$ cat src/rtl/spl_pkg.sv
package spl_pkg;
  // Field positions decoded by the command queue downstream.
  localparam int unsigned IMM_W   = 8;
  localparam int unsigned EXP_POS = 9;
  // Counts above this many bytes need exponent entries.
  localparam int unsigned IMM_MAX = (1 << IMM_W) - 1;

  typedef enum logic {
    SPL_IDLE = 1'b0,
    SPL_EMIT = 1'b1
  } spl_state_e;
endpackage

$ cat src/rtl/spl_lowbit.sv
module spl_lowbit #(
  parameter int unsigned W     = 24,
  parameter int unsigned IDX_W = (W > 1) ? $clog2(W) : 1
) (
  input  logic [W-1:0]     vec,
  output logic [IDX_W-1:0] idx,
  output logic             any
);
  logic [W-1:0] seen;
  logic [W-1:0] first;

  genvar gi;
  generate
    for (gi = 0; gi < W; gi++) begin : g_chain
      if (gi == 0) begin : g_lsb
        assign seen[gi]  = vec[gi];
        assign first[gi] = vec[gi];
      end else begin : g_up
        assign seen[gi]  = vec[gi] | seen[gi-1];
        assign first[gi] = vec[gi] & ~seen[gi-1];
      end
    end
  endgenerate

  assign any = seen[W-1];

  always_comb begin
    idx = '0;
    for (int i = 0; i < W; i++) begin
      if (first[i]) idx = idx | IDX_W'(i);
    end
  end
endmodule

$ cat src/rtl/spl_entry_fmt.sv
module spl_entry_fmt
  import spl_pkg::*;
#(
  parameter int unsigned ENT_W = 20,
  parameter int unsigned K_W   = 5
) (
  input  logic [ENT_W-1:0] tmpl,
  input  logic             is_exp,
  input  logic [K_W-1:0]   exp_k,
  input  logic [IMM_W-1:0] low_imm,
  output logic [ENT_W-1:0] entry
);
  localparam logic [ENT_W-1:0] IMM_MASK = ENT_W'(IMM_MAX);
  localparam logic [ENT_W-1:0] EXP_MASK = ENT_W'(1) << EXP_POS;
  localparam logic [ENT_W-1:0] KEEP     = ~(IMM_MASK | EXP_MASK);

  logic [ENT_W-1:0] len_code;

  always_comb begin
    if (is_exp) len_code = EXP_MASK | ENT_W'(exp_k);
    else        len_code = ENT_W'(low_imm);
    entry = (tmpl & KEEP) | len_code;
  end
endmodule

$ cat src/rtl/len_cmd_splitter.sv
module len_cmd_splitter
  import spl_pkg::*;
#(
  parameter int unsigned LEN_W = 32,
  parameter int unsigned ENT_W = 20
) (
  input  logic             clk,
  input  logic             rst_n,
  input  logic             req_valid,
  input  logic [LEN_W-1:0] req_len,
  input  logic [ENT_W-1:0] req_tmpl,
  output logic             busy,
  output logic             ent_valid,
  input  logic             ent_ready,
  output logic [ENT_W-1:0] ent_data,
  output logic             done
);
  localparam int unsigned HI_W  = LEN_W - IMM_W;
  localparam int unsigned HI_IW = (HI_W > 1) ? $clog2(HI_W) : 1;
  localparam int unsigned K_W   = $clog2(LEN_W);

  spl_state_e       state_q, state_d;
  logic [LEN_W-1:0] rem_q, rem_d;
  logic [ENT_W-1:0] tmpl_q;
  logic             done_q, done_d;

  logic             accept, fire, last, rem_en, tmpl_en;
  logic             is_exp;
  logic [HI_IW-1:0] hi_idx;
  logic [K_W-1:0]   exp_k;
  logic [LEN_W-1:0] rem_after;

  // Lowest set bit at or above the immediate boundary
  spl_lowbit #(.W(HI_W), .IDX_W(HI_IW)) lowbit_i (
    .vec (rem_q[LEN_W-1:IMM_W]),
    .idx (hi_idx),
    .any (is_exp)
  );

  assign exp_k = K_W'(hi_idx) + K_W'(IMM_W);

  spl_entry_fmt #(.ENT_W(ENT_W), .K_W(K_W)) fmt_i (
    .tmpl    (tmpl_q),
    .is_exp  (is_exp),
    .exp_k   (exp_k),
    .low_imm (rem_q[IMM_W-1:0]),
    .entry   (ent_data)
  );

  // Next-state logic
  always_comb begin
    accept    = req_valid && (state_q == SPL_IDLE);
    fire      = (state_q == SPL_EMIT) && ent_ready;
    rem_after = is_exp ? (rem_q & ~(LEN_W'(1) << exp_k)) : '0;
    last      = fire && (rem_after == '0);
    rem_en    = accept || fire;
    tmpl_en   = accept;

    state_d = state_q;
    if (accept) begin
      state_d = (req_len != '0) ? SPL_EMIT : SPL_IDLE;
    end else if (last) begin
      state_d = SPL_IDLE;
    end

    rem_d = rem_q;
    if (accept)    rem_d = req_len;
    else if (fire) rem_d = rem_after;

    done_d = (accept && (req_len == '0)) || last;
  end

  // Registers
  always_ff @(posedge clk or negedge rst_n) begin
    if (!rst_n) begin
      state_q <= SPL_IDLE;
      done_q  <= 1'b0;
    end else begin
      state_q <= state_d;
      done_q  <= done_d;
    end
  end

  always_ff @(posedge clk or negedge rst_n) begin
    if (!rst_n) begin
      rem_q <= '0;
    end else if (rem_en) begin
      rem_q <= rem_d;
    end
  end

  always_ff @(posedge clk or negedge rst_n) begin
    if (!rst_n) begin
      tmpl_q <= '0;
    end else if (tmpl_en) begin
      tmpl_q <= req_tmpl;
    end
  end

  assign busy      = (state_q == SPL_EMIT);
  assign ent_valid = (state_q == SPL_EMIT);
  assign done      = done_q;

  // Assertions
  assert_hold_R6: assert property (@(posedge clk) disable iff (!rst_n)
    (ent_valid && !ent_ready) |=> (ent_valid && $stable(ent_data)));

  assert_done_single_R7: assert property (@(posedge clk) disable iff (!rst_n)
    done |=> !done);

  assert_done_idle_R7: assert property (@(posedge clk) disable iff (!rst_n)
    done |-> (!busy && !ent_valid));

  assert_exp_rising_R3: assert property (@(posedge clk) disable iff (!rst_n)
    (ent_valid && ent_ready && ent_data[EXP_POS]) |=>
      (!ent_valid || !ent_data[EXP_POS] ||
       (ent_data[IMM_W-1:0] > $past(ent_data[IMM_W-1:0]))));

  assert_exp_range_R3: assert property (@(posedge clk) disable iff (!rst_n)
    (ent_valid && ent_data[EXP_POS]) |->
      ((ent_data[IMM_W-1:0] >= IMM_W) && (ent_data[IMM_W-1:0] < LEN_W)));

  assert_no_zero_imm_R4: assert property (@(posedge clk) disable iff (!rst_n)
    (ent_valid && !ent_data[EXP_POS]) |-> (ent_data[IMM_W-1:0] != '0));

  assert_busy_nonzero_R8: assert property (@(posedge clk) disable iff (!rst_n)
    busy |-> (rem_q != '0));

  assert_busy_ignores_req_R9: assert property (@(posedge clk) disable iff (!rst_n)
    (busy && !ent_ready) |=> $stable(rem_q));
endmodule

$ cat config.mk
export PLATFORM = sky130hd
export DESIGN_NAME = len_cmd_splitter
export DESIGN_NICKNAME = d
export VERILOG_FILES = /design/src/rtl/spl_pkg.sv /design/src/rtl/spl_lowbit.sv /design/src/rtl/spl_entry_fmt.sv /design/src/rtl/len_cmd_splitter.sv
export SDC_FILE = /design/constraint.sdc
export NUM_CORES = 1
export LEC_CHECK = 0
export BUFFER_PORTS_ARGS = -buffer_cell sky130_fd_sc_hd__buf_2
export CAP_MARGIN = 5
export CORE_MARGIN = 2
export CORE_UTILIZATION = 33
export DETAILED_ROUTE_END_ITERATION = 8
export MAX_ROUTING_LAYER = met4
export PLACE_DENSITY_LB_ADDON = 0.2
export SLEW_MARGIN = 25
export SYNTH_ARGS = -nofsm -noshare
export SYNTH_HDL_FRONTEND = slang
export SYNTH_SLANG_ARGS = --single-unit
export TNS_END_PERCENT = 100
$ cat constraint.sdc
create_clock -name clk -period 2.5 [get_ports clk]
set_clock_uncertainty 0.15 [all_clocks]
set_input_delay 0.25 -clock clk [delete_from_list [all_inputs] [get_ports clk]]
set_output_delay 0.25 -clock clk [all_outputs]
set_load 0.02 [all_outputs]
* Word level (Yosys, flattened, before mapping)
Cells that the tools add are included.
** Storage, ports and cells
- Input port bits :: 56
- Word-level logic and storage cells :: 121
- Memory bits (writable) :: 0
- Bits in latches :: 0
- ROM bits :: 0
- Output and inout bits :: 23
- Register bits :: 54
- Memories :: 0
** Cells by class
- Bitwise operators :: 73
- $add $sub $neg :: 1
- Shift-type cells :: 1
- $mul :: 0
- Mux-type cells :: 30
- Order comparisons :: 0
- Divide/modulo/power cells :: 0
- Reductions and logical operators :: 12
- Equal/unequal tests :: 0
** Operators with widths (number)
- $mux W32 :: 3
- $logic_not A32 Y1 :: 2
- $mux W5 :: 8
- $and A32 B32 Y32 :: 1
- $mux W4 :: 8
- $not A32 Y32 :: 1
- $reduce_bool A32 Y1 :: 1
- $shl A1 B5 Y32 const A :: 1
- $not A1 Y1 :: 24
- $and A1 B1 Y1 :: 23
- $or A1 B1 Y1 :: 23
- $or A20 B20 Y20 :: 1
- $mux W3 :: 4
- $mux W10 :: 1
- $add A5 B4 Y5 const B :: 1
- $logic_and A1 B1 Y1 :: 4
- $mux W1 :: 4
- $mux W2 :: 2
- $reduce_bool A2 Y1 :: 2
- $logic_or A1 B1 Y1 :: 2
- $reduce_and A2 Y1 :: 1

* Longest topological paths before layout
- Depth in word-level cells :: 34
- Depth in mapped cells :: 10
- Gate-level depth less buffers :: 8

* Hierarchy
From an unflattened synthesis, not the netlist that was laid out.
** Second synthesis, totals
- Cell total of the unflattened synthesis :: 410
- Area total of the unflattened synthesis :: 3402.0 sq um
** Modules (own cells, without submodules)
- len_cmd_splitter :: sequential area each 1351.3 sq um, cells each 341, instances 1, area an instance 2897.8 sq um
- spl_lowbit :: sequential area each 0.0 sq um, cells each 48, instances 1, area an instance 301.5 sq um
- spl_entry_fmt :: sequential area each 0.0 sq um, cells each 21, instances 1, area an instance 202.7 sq um

* Worst setup path before layout
No wires, ideal clock.
- Path kind :: register to register
- Start :: reg rem_q[20]
- End :: reg state_q (netlist: busy)
- Required time :: 2221 ps
- Arrival time :: 2287 ps
- Period minus slack after synthesis :: 2567 ps
- Library setup time :: 129 ps
- Path buffers :: 0
- Stages on the path, launching flop included :: 9
- Setup slack :: -67 ps
- Path through :: dfrtp_1 > nor4_2 > nand4_2 > or2_4 > maj3_2 > o31ai_2 > o2111ai_1 > a2111oi_2 > o21ai_1
** Between the ends
- Cells in the longest elaborated chain, start to end :: 22
- Elaborated cells on any way between the ends :: 55
- Classes of those cells :: add/sub: 1; shift: 1; mux: 13; bitwise: 37; reduce/logical: 3
** Ends and longest elaborated chain
- start, declared :: line len_cmd_splitter.sv:23 : logic [LEN_W-1:0] rem_q, rem_d;
- start signal, assigned :: line len_cmd_splitter.sv:88 : rem_q <= rem_d;
- $or A1 B1 Y1 :: line spl_lowbit.sv:19 : assign seen[gi] = vec[gi] | seen[gi-1];
- $not A1 Y1 / $or A1 B1 Y1 (equally long branches) :: line spl_lowbit.sv:20, spl_lowbit.sv:19
- $and A1 B1 Y1 (tied with other cells) :: line spl_lowbit.sv:20 : assign first[gi] = vec[gi] & ~seen[gi-1];
- $mux W4 (tied with other cells) (3 in a row) :: line spl_lowbit.sv:30 : if (first[i]) idx = idx | IDX_W'(i);
- $mux W5 (tied with other cells) (6 in a row) :: line spl_lowbit.sv:30
- $mux W5 / $and A1 B1 Y1 (equally long branches) :: line spl_lowbit.sv:30, spl_lowbit.sv:20
- $mux W5 :: line spl_lowbit.sv:30
- $add A5 B4 Y5 :: line len_cmd_splitter.sv:40 : assign exp_k = K_W'(hi_idx) + K_W'(IMM_W);
- $shl A1 B5 Y32 :: line len_cmd_splitter.sv:54 : rem_after = is_exp ? (rem_q & ~(LEN_W'(1) << exp_k)) : '0;
- $not A32 Y32 :: line len_cmd_splitter.sv:54
- $and A32 B32 Y32 :: line len_cmd_splitter.sv:54
- $mux W32 (*) :: line len_cmd_splitter.sv:54
- $logic_not A32 Y1 (*) :: line len_cmd_splitter.sv:55 : last = fire && (rem_after == '0);
- $logic_and A1 B1 Y1 (*) :: line len_cmd_splitter.sv:55
- $reduce_bool A2 Y1 (no source line) (*)
- end signal, assigned :: line len_cmd_splitter.sv:79 : state_q <= state_d;
- end, declared :: line len_cmd_splitter.sv:22 : spl_state_e state_q, state_d;
Mark *: on every way between the ends. The rest lies on a longest branch, timed or not.
A chain may end at the register's enable or synchronous reset.

* Worst setup path in the final report
- Start :: reg rem_q[16]
- End :: out ent_data[0]
** Between the ends
- Cells in the longest elaborated chain, start to end :: 21
- Elaborated cells on any way between the ends :: 50
- Classes of those cells :: add/sub: 1; mux: 16; bitwise: 33
** Ends and longest elaborated chain
- $or A1 B1 Y1 (*) :: line spl_lowbit.sv:19
- $not A1 Y1 / $or A1 B1 Y1 (equally long branches) :: line spl_lowbit.sv:20, spl_lowbit.sv:19
- $and A1 B1 Y1 / $or A1 B1 Y1 (equally long branches) :: line spl_lowbit.sv:20, spl_lowbit.sv:19
- $mux W4 (tied with other cells) (7 in a row) :: line spl_lowbit.sv:30
- $mux W5 (tied with other cells) (5 in a row) :: line spl_lowbit.sv:30
- $mux W5 / $not A1 Y1 (equally long branches) :: line spl_lowbit.sv:30, spl_lowbit.sv:20
- $mux W5 / $and A1 B1 Y1 (equally long branches) :: line spl_lowbit.sv:30, spl_lowbit.sv:20
- $mux W5 :: line spl_lowbit.sv:30
- $add A5 B4 Y5 :: line len_cmd_splitter.sv:40
- $mux W10 (*) :: line spl_entry_fmt.sv:20 : if (is_exp) len_code = EXP_MASK | ENT_W'(exp_k);
- $or A20 B20 Y20 (*) :: line spl_entry_fmt.sv:22 : entry = (tmpl & KEEP) | len_code;
- end, declared :: line len_cmd_splitter.sv:15 : output logic [ENT_W-1:0] ent_data,
Marked as above.

==> results.md <==
- CTS Buffer Depth: 2
- Nets: 523
- Setup-failing EPs final: 11
- Synth Area per Inst: 8.28 µm²
- Min-delay worst type: in -> reg
- Type of origin of the critical path: flip-flop
- CP endpoint kind: output port
- Final slew viol count: 0
- Final hold slack: -0.00200 ns
- Clock buffer count from CTS: 5
- Unrepaired setup endpoints after global routing: true
- Setup CP Type: reg -> out
- Cell variety after synth: 49
- Setup crit start: rem_q[16]
- Status: complete, but fails checks
- Layout cells sized above 1: 0.415
- Top-Level Pins: 79
- Synthesized Nets: 377
- R2R cell count: 9
- Largest fanout on the critical path: 6
- Achievable Freq: 0.375 GHz
- P per Cell Area: 1600 nW/µm²
- Fillcell total: 778
- Placed inst area: 3570 µm²
- Max_slew headroom: 0.543
- Area growth syn-to-layout: 56.2%
- Die ar.: 8780 µm²
- Vias: 2960
- Area of the multi-input gates: 1640 µm²
- Clock sinks: 45
- Post-synth design cell area: 2660 µm²
- DR DRC count: 0
- Post-synthesis async set-or-reset flop share: 1.00
- Max VDD drop: 0.00167 V
- Tot GR Track Use: 0.221
- Final Hold Fails: 1
- Tightest Pin Transition: 0.685 ns
- Fin cells: 570
- Critical Path End: ent_data[0]
- Die Wd: 93.7 µm
- Sequential element share of the synthesized area: 0.424
- Vias per Instance: 5.19
- Worst-Skew Late Latency: 0.30 ns
- Hpwl dp: 6670 µm
- CTS H-tree depth: 2
- EDFF count, synth: 0
- Final worst slack: -0.166 ns
- RR Endpoint: busy
- Register area: 1130 µm²
- DR pass1 iterations: 4
- WP data required: 2.10 ns
- Internal reg-to-reg setup slack: -0.13 ns
- Wire length per cell: 15.7 µm
- First-pass GRT wire length: 14900 µm
- Post-synthesis register bit count: 45
- Worst-path clk slew: 0.09 ns
- Synth Flop Type: dfrtp_1
- Worst EP arrival: 2.27 ns
- CTS tree: done
- Design area: 4150 µm²
- Failing checks: negative hold slack, negative setup slack
- Tmin final: 2.67 ns
- Tcrit/Tclk final: 1.07
- Total gr overflow: 0
- Largest net degree at the start of global routing: 53
- Placed cell count: 540
- Leakage: 1.99 nW
- Mapped Cells: 321
- Antenna-violating nets left: 0
- Iteration-0 DRC Markers: 166
- Chip height: 93.7 µm
- Yosys warning count: 0
- # Max-Cap Violations: 0
- # rows: 32
- Post-Route WL: 8930 µm
- Starting Density: 0.342
- Number of global-route vias before repair: 2997
- Clock root buffer: clkbuf_8
- Final Wtd Congestion: 0.892
- Buffers on Ports: 69
- ANT cells: 0
- RR Startpoint: rem_q[16]
- CORE AREA: 7770 µm²
- Initial antenna violation count: 0
==> how the worst min path moves through the flow <==
| stage | startpoint | endpoint | slack, ns | depth (start not counted) |
|---|---|---|---|---|
| final | req_len[18] | rem_q[18] | -0.002 | 3 |
| after global routing | req_len[18] | rem_q[18] | 0.02 | 3 |
| after CTS | req_len[31] | rem_q[31] | 0.0003 | 3 |
| after detailed placement | rst_n | rem_q[16] | 0.10 | 2 |
| after global placement | rst_n | rem_q[16] | 0.10 | 2 |
| after floorplan | rst_n | busy | -0.20 | 0 |
==> power breakdown <==
group          total [mW]  internal, mW  switching (mW)
sequential           1.28          1.01           0.265
clock               0.589         0.326           0.263
combinational        4.79          2.29            2.50
==> per-layer routing <==
metal  routed length [µm]  global-route usage
met1                 4160               0.299
met2                 4300               0.357
met3                  351              0.0225
met4                  131              0.0568
met5                    0                   -
==> synth_stat cells, types with 2 or more instances <==
cell type	number	area (µm²)
nand2_1	93	349
dfrtp_1	45	1130
nor2_1	19	71.3
o21ai_0	18	90.1
nor4_1	12	75.1
clkbuf_1	11	41.3
nand3_1	11	55.1
a21oi_1	10	50.1
inv_1	10	37.5
a22o_1	8	70.1
o311ai_0	8	70.1
and2_1	5	31.3
nor3_1	5	25.0
o31ai_1	5	37.5
nor2b_1	4	25.0
o41ai_1	4	35.0
a21boi_0	3	22.5
buf_4	3	22.5
nand4_1	3	18.8
nor4_4	3	63.8
o211ai_1	3	22.5
or3_1	3	18.8
a31oi_1	2	12.5
buf_2	2	10.0
nand2b_1	2	12.5
nor4_2	2	25.0
o21a_1	2	15.0
o21ai_1	2	10.0
o22a_1	2	17.5
or4_1	2	15.0
==> critical path, stage by stage (launching register included) <==
cell and delay (ns):
dfrtp_1 0.42, nor4_4 0.30, buf_6 0.17, nand4_4 0.12
or2_4 0.29, buf_6 0.12, nor2_4 0.11, inv_4 0.07
o22a_1 0.21, buf_6 0.14
==> final cells by class <==
type	instances	share of cell area
inverters	10	0.00965
well taps	102	0.0308
flip-flops and latches	45	0.273
clock buffers	7	0.0208
multi-input cells	250	0.395
repair buffers	155	0.264
clock inverters	1	0.00724
==> state kept, by name, summed over array words and instances (netlist names) <==
register / count
done: 1
busy: 1
rem_q: 32
tmpl_q: 11
==> cells in the final DEF, fill, tap and decap left out, types with 5 or more instances in the layout <==
| cell type | Yosys | routed |
|---|---|---|
| inv_1 | 10 | 9 |
| a21oi_1 | 10 | 9 |
| a22o_1 | 8 | 8 |
| buf_2 | 2 | 60 |
| buf_4 | 3 | 69 |
| nor4_4 | 3 | 5 |
| o31ai_1 | 5 | 5 |
| nand2_2 | 0 | 5 |
| nand2_1 | 93 | 88 |
| nor3_1 | 5 | 5 |
| clkbuf_8 | 0 | 6 |
| nand3_1 | 11 | 10 |
| nor4_1 | 12 | 11 |
| buf_6 | 0 | 13 |
| dfrtp_1 | 45 | 41 |
| nor2_1 | 19 | 14 |
| o311ai_0 | 8 | 6 |
| o21ai_0 | 18 | 14 |
| dlygate4sd3_1 | 0 | 13 |
| o21ai_1 | 2 | 6 |
==> timing repair <==
action | 4_1_cts | 5_1_grt
setup buffers | 6 | 3
pin swaps | 13 | 6
hold buffers | 13 | 0
gates resized for setup | 36 | 32
setup endpoints to repair | 15 | 25
hold endpoints to repair | 57 | 0
==> per-stage QoR <==
stage / setup slack (ns) / setup TNS (ns) / util / hold slack (ns) / power [mW]
after floorplan: 0.00108 / 0 / - / -0.196 / 3.34
after global placement: -0.192 / -0.452 / 0.460 / 0.103 / 5.17
after detailed placement: -0.220 / -0.582 / 0.460 / 0.103 / 5.16
after CTS: -0.174 / -1.47 / 0.517 / 0.000334 / 6.30
after global routing: -0.274 / -2.26 / 0.534 / 0.0168 / 7.10
final: -0.166 / -1.31 / 0.534 / -0.00200 / 6.66
==> cells by family (layout without fill, tap and decap cells) <==
group           count (synthesis)  count (layout)  share of synthesized area
simple gates                  170             170                      0.314
compound gates                 79              79                      0.216
flops                          45              45                      0.424
buf+inv                        26             173                     0.0419
fa+ha+maj                       1               1                    0.00424
(Power assumes the default switching activity.)
